**config.mk**
```make
export PLATFORM = sky130hd
export DESIGN_NAME = serial_dump_streamer
export DESIGN_NICKNAME = d
export VERILOG_FILES = /design/src/rtl/sds_pkg.sv /design/src/rtl/sds_sync.sv /design/src/rtl/sds_mode.sv /design/src/rtl/sds_seq.sv /design/src/rtl/serial_dump_streamer.sv
export SDC_FILE = /design/constraint.sdc
export NUM_CORES = 1
export LEC_CHECK = 0
export ABC_AREA = 1
export ABC_CLOCK_PERIOD_IN_PS = 1700
export BUFFER_PORTS_ARGS = -buffer_cell sky130_fd_sc_hd__buf_2
export CAP_MARGIN = 20
export CORE_MARGIN = 1
export CORE_UTILIZATION = 35
export CTS_CLUSTER_DIAMETER = 30
export DETAILED_ROUTE_END_ITERATION = 8
export HOLD_SLACK_MARGIN = 0.15
export PLACE_DENSITY = 0.64
export REMOVE_ABC_BUFFERS = 1
export SLEW_MARGIN = 20
export SYNTH_ARGS = -nofsm -noshare
export SYNTH_HDL_FRONTEND = slang
export SYNTH_HIERARCHICAL = 1
export SYNTH_SLANG_ARGS = --single-unit
```
**constraint.sdc**
```tcl
create_clock -name clk -period 1.7 [get_ports clk]
set_input_delay 0.255 -clock clk [delete_from_list [all_inputs] [get_ports clk]]
set_output_delay 0.255 -clock clk [all_outputs]
set_load 0.01 [all_outputs]
```
**src/rtl/sds_pkg.sv**
```systemverilog
package sds_pkg;

  typedef enum logic [0:0] {ST_PRE, ST_RUN} seq_st_t;

  // next address with wrap to zero at the end of the memory
  function automatic int unsigned wrap_next(int unsigned a, int unsigned depth);
    return (a + 1 >= depth) ? 0 : a + 1;
  endfunction

  // bit sent in a given slot: slot 0 is the MSB of a w-bit byte
  function automatic logic pick_bit(logic [63:0] b, int unsigned slot, int unsigned w);
    return b[w - 1 - slot];
  endfunction

endpackage

```
**src/rtl/sds_sync.sv**
```systemverilog
module sds_sync #(
  parameter int N      = 2,
  parameter int STAGES = 2,
  parameter logic [N-1:0] FALL_SEL = '0
) (
  input  logic         clk,
  input  logic         rst_n,
  input  logic [N-1:0] async_i,
  output logic [N-1:0] edge_o
);
  for (genvar g = 0; g < N; g++) begin : g_ch
    logic [STAGES:0] chain;
    always_ff @(posedge clk or negedge rst_n) begin
      if (!rst_n) chain <= '1;
      else        chain <= {chain[STAGES-1:0], async_i[g]};
    end
    if (FALL_SEL[g]) begin : g_fall
      assign edge_o[g] = ~chain[STAGES-1] & chain[STAGES];
    end else begin : g_rise
      assign edge_o[g] = chain[STAGES-1] & ~chain[STAGES];
    end
  end
endmodule

```
**src/rtl/sds_mode.sv**
```systemverilog
module sds_mode (
  input  logic clk,
  input  logic rst_n,
  input  logic set_i,
  output logic mode_o
);
  always_ff @(posedge clk or negedge rst_n) begin
    if (!rst_n)     mode_o <= 1'b0;
    else if (set_i) mode_o <= 1'b1;
  end
endmodule

```
**src/rtl/sds_seq.sv**
```systemverilog
module sds_seq
  import sds_pkg::*;
#(
  parameter int DEPTH   = 128,
  parameter int DW      = 8,
  parameter int PRE_LEN = 9,
  localparam int AW     = $clog2(DEPTH)
) (
  input  logic          clk,
  input  logic          rst_n,
  input  logic          step_i,
  input  logic          halt_i,
  input  logic [DW-1:0] rd_data_i,
  output logic          rd_en_o,
  output logic [AW-1:0] rd_addr_o,
  output logic          line_o,
  output logic          oe_o,
  output logic          pre_active_o
);
  localparam int PCW = $clog2(PRE_LEN + 1);
  localparam int SW  = $clog2(DW + 1);
  localparam logic [SW-1:0]  NULL_SLOT = SW'(DW);
  localparam logic [SW-1:0]  LAST_BIT  = SW'(DW - 1);
  localparam logic [PCW-1:0] PRE_LAST  = PCW'(PRE_LEN - 1);

  seq_st_t        st;
  logic [PCW-1:0] pre_cnt;
  logic [SW-1:0]  slot;
  logic [DW-1:0]  shreg;

  assign pre_active_o = (st == ST_PRE);

  always_ff @(posedge clk or negedge rst_n) begin
    if (!rst_n) begin
      st        <= ST_PRE;
      pre_cnt   <= '0;
      slot      <= NULL_SLOT;
      shreg     <= '0;
      rd_addr_o <= '0;
      rd_en_o   <= 1'b0;
      line_o    <= 1'b1;
      oe_o      <= 1'b0;
    end else begin
      rd_en_o <= 1'b0;
      if (halt_i) begin
        oe_o   <= 1'b0;
        line_o <= 1'b1;
      end else if (step_i) begin
        case (st)
          ST_PRE: begin
            if (pre_cnt == PRE_LAST) begin
              st      <= ST_RUN;
              slot    <= NULL_SLOT;
              rd_en_o <= 1'b1;
            end else begin
              pre_cnt <= pre_cnt + 1'b1;
            end
          end
          default: begin
            if (slot == NULL_SLOT) begin
              shreg  <= rd_data_i;
              slot   <= '0;
              oe_o   <= 1'b1;
              line_o <= rd_data_i[DW-1];
            end else if (slot == LAST_BIT) begin
              slot      <= NULL_SLOT;
              oe_o      <= 1'b0;
              line_o    <= 1'b1;
              rd_addr_o <= AW'(wrap_next(int'(rd_addr_o), DEPTH));
              rd_en_o   <= 1'b1;
            end else begin
              slot   <= slot + 1'b1;
              line_o <= pick_bit(64'(shreg), int'(slot) + 1, DW);
            end
          end
        endcase
      end
    end
  end
endmodule

```
**src/rtl/serial_dump_streamer.sv**
```systemverilog
module serial_dump_streamer #(
  parameter int DEPTH       = 128,
  parameter int DW          = 8,
  parameter int PRE_LEN     = 9,
  parameter int SYNC_STAGES = 2,
  localparam int AW         = $clog2(DEPTH)
) (
  input  logic          clk,
  input  logic          rst_n,
  input  logic          tclk_i,
  input  logic          bclk_i,
  input  logic [DW-1:0] mem_rd_data_i,
  output logic          mem_rd_en_o,
  output logic [AW-1:0] mem_rd_addr_o,
  output logic          line_o,
  output logic          line_oe_o,
  output logic          bidir_mode_o
);
  logic [1:0] edges;
  logic       tclk_rise;
  logic       bclk_fall;
  logic       halt;
  logic       pre_active;

  sds_sync #(.N(2), .STAGES(SYNC_STAGES), .FALL_SEL(2'b10)) u_sync (
    .clk(clk), .rst_n(rst_n), .async_i({bclk_i, tclk_i}), .edge_o(edges)
  );

  assign tclk_rise = edges[0];
  assign bclk_fall = edges[1];

  sds_mode u_mode (
    .clk(clk), .rst_n(rst_n), .set_i(bclk_fall), .mode_o(bidir_mode_o)
  );

  assign halt = bidir_mode_o | bclk_fall;

  sds_seq #(.DEPTH(DEPTH), .DW(DW), .PRE_LEN(PRE_LEN)) u_seq (
    .clk(clk), .rst_n(rst_n), .step_i(tclk_rise), .halt_i(halt),
    .rd_data_i(mem_rd_data_i), .rd_en_o(mem_rd_en_o), .rd_addr_o(mem_rd_addr_o),
    .line_o(line_o), .oe_o(line_oe_o), .pre_active_o(pre_active)
  );
endmodule

```
==> impl_metrics.toml <==
[route]
drcViolationCount = 0
routed-wl-met3_um = 89
detail-route-antenna-nets = 0
routed_via_density = 4.58
m1WireLength_um = 1300
detail_route.wl_per_cell_um = 10.8
drt_first_pass_iters = 4
routed.top_layer = "met4"
routed-wl-met2_um = 1360
drt_first_iter_violations = 76
postRouteWirelength_um = 2780
num_vias = 1182

[place]
detailed_placer_s_ending_hpwl_um = 2050
cell_area_placed_um2 = 1840
place.port_buffers = 22
gp_routability_congestion = 0.838
place.detailed.instances = 247

[synth]
synth_top_cell_area_share = 0.397
ys_ff_latch = 34
synth_cell_type_count = 25
post_synth.cell_area_avg_um2 = 9.69
synthDominantAreaCellType = "dfrtp_1"
yosys_warnings = 6
yosysSeqAreaShare = 0.526
mappedNetlistArea_um2 = 1640
netlist_top_cells_area = "dfrtp_1 40%, dfstp_2 13%, nand2_1 8.5%"
synth_cells = 169

[sta]
final_setup_violating_endpoints = 0
slew-limit-headroom = 0.712
finalCritPeriodShare = 0.917
unrepaired_setup_endpoints_after_global_routing = "false"
fin_worst_skew_ns = 0.00569
period_needed_ns = 1.56
achievable-frequency_mhz = 642
count_of_endpoints_failing_hold_in_the_final_timing_report = 0
totalNegativeSetupSlack_ns = 0
tightestPinTransition_ns = 0.432
pins_over_their_slew_limit = 0

[finish]
fill_cell_instance_count_of_the_final_layout = 434
final_net_count = 223
layout.cells.most_common = "nand2_1"
highest_count_cells_in_the_layout_ignoring_fill_and_taps = "37 x nand2_1, 26 x inv_1, 26 x dfrtp_1, 22 x buf_2, 14 x nand3_1"
antennaDiodeCount = 0
post-route-util = 0.449
area_growth_pct = 21.0
stdcell_area_um2 = 1980
drive_above_1_share = 0.301
stdcell_count = 258

[worst_hold_path]
hp-class = "in2reg"
hold-path-endpoint = "u_seq/shreg[2]$_DFFE_PN0P_"
hold_sp = "mem_rd_data_i[2]"
hold_depth = 2

[clock_network]
clk_path_buf_depth = 2
path_clk_slew_ns = 0.07
clk-insertion-delay-late_ns = 0.28
cts_made_buffers = 5
cts_tree = "done"
cts_max_level = 2
clk_root_buf = "clkbuf_8"
clock_sinks = 34

[floorplan]
floorplan.io_pins = 23
design.die.area_um2 = 4960
placeable_core_area_um2 = 4410
dieHeight_um = 70.4
initial_standard_cell_utilization_of_the_core = 0.371
placement_rows = 24
die_width_um = 70.4

[critical_path]
critical_path.reg2reg.endpoint = "u_seq/shreg[5]$_DFFE_PN0P_"
end_kind = "flop"
worst-r2r-setup-slack_ns = 0.14
worst-setup-path-type = "reg2reg"
path_max_fanout = 10
worst_r2r_startpoint = "u_sync/g_ch[0].chain[1]$_DFF_PN1_"
critPathRequiredTime_ns = 1.87
start_kind = "flop"
rr_worst_depth = 8
cp_data_arrival_time_ns = 1.72

[global_routing]
via_count_of_the_first_global_routing_pass = 1160
antenna_found_initial = 0
pin_count_of_the_biggest_net_entering_global_routing = 35
grt.overflow.total = 0
grt_use_total = 0.127
global_route_wire_length_before_repair_um = 4970

[flow_run]
max_cap_violations = 0

[power]
p_per_area_nw_per_um2 = 794
power_leakage_nw = 1.07
ir_worst_vdd_uv = 609

[run_status]
outcome = "complete, no violations"
worst max-delay path by stage:
| stage | cells past startpoint | start | slack [ns] | to |
|---|---|---|---|---|
| floorplan | 9 | u_sync/g_ch[1].chain[2]$_DFF_PN1_ | 0.15 | u_seq/shreg[0]$_DFFE_PN0P_ |
| global placement | 9 | u_sync/g_ch[1].chain[2]$_DFF_PN1_ | 0.09 | u_seq/shreg[4]$_DFFE_PN0P_ |
| detailed placement | 9 | u_sync/g_ch[1].chain[2]$_DFF_PN1_ | 0.05 | u_seq/shreg[5]$_DFFE_PN0P_ |
| CTS | 9 | u_sync/g_ch[1].chain[2]$_DFF_PN1_ | 0.05 | u_seq/shreg[5]$_DFFE_PN0P_ |
| global route | 9 | u_sync/g_ch[0].chain[1]$_DFF_PN1_ | 0.02 | u_seq/rd_addr_o[2]$_DFFE_PN0P_ |
| finish | 8 | u_sync/g_ch[0].chain[1]$_DFF_PN1_ | 0.14 | u_seq/shreg[5]$_DFFE_PN0P_ |
synth_stat cells, drive strengths merged:
cell type and count:
dfrtp 26, mux2 7, o22ai 1, a21oi 4
nand4 1, a31oi 2, o211ai 1, nand3 17
a22oi 1, nor2 13, ha 6, nand2 39
clkinv 1, o21ai 4, inv 28, nor3 1
xor2 9, dfstp 8
worst max-delay path, cell delays in order, from the launching register on:
cell     delay [ns]
dfstp_2        0.53
inv_1          0.04
nor2_2         0.08
inv_1          0.07
nor2_4         0.16
nand2_4        0.10
inv_4          0.10
nand2_8        0.08
mux2_2         0.28
registers in the layout (all words and copies together), names as in the netlist:
register           cells
u_mode/mode_o          1
u_seq/line_o           1
u_seq/oe_o             1
u_seq/pre_cnt          4
u_seq/rd_addr_o        7
u_seq/rd_en_o          1
u_seq/shreg            8
u_seq/slot             4
u_seq/st               1
u_sync/g_ch.chain      6
power by group:
group	leakage, nW	switching (mW)	total, mW	internal (mW)
logic	0.609	0.0535	0.0991	0.0456
registers	0.415	0.0228	0.875	0.852
clock network	0.0482	0.274	0.600	0.326
repair_timing:
action                                  CTS  global route
hold buffers                              3             0
gates resized for setup                   0             4
endpoints found under the setup margin    0            10
hold endpoints to repair                 28             0
buffers inserted                          0             0
layer usage:
metal  global-route usage  vias up
met5                    0        -
met4               0.0467        0
met3               0.0346        4
met2                0.215       15
met1                0.154      555
li1                     -      608
per-stage QoR:
stage / hold slack (ns) / setup slack [ns] / power (mW)
floorplan: -0.0406 / 0.146 / 0.941
global placement: 0.312 / 0.0913 / 0.983
CTS: 0.198 / 0.0454 / 1.60
global route: 0.195 / 0.0220 / 1.66
finish: 0.204 / 0.142 / 1.57
detailed placement: 0.312 / 0.0473 / 0.986
kinds of logic after synthesis:
logic type / after synthesis / synth area share
compound gates: 13 / 0.0451
xor+xnor: 9 / 0.0481
fa+ha+maj: 6 / 0.0458
buf+inv: 29 / 0.0672
flops: 34 / 0.526
mux: 7 / 0.0481
simple gates: 71 / 0.220
final cells by class:
cell class | instances | area, um2 | area share
well taps | 52 | 65.1 | 0.0328
repair buffers | 29 | 170 | 0.0859
clock buffers | 7 | 86.3 | 0.0436
flip-flops and latches | 34 | 861 | 0.434
multi-input cells | 106 | 683 | 0.345
inverters | 29 | 111 | 0.0562
clock inverters | 1 | 5.00 | 0.00253
No activity file was read; power rests on OpenSTA's default activity.
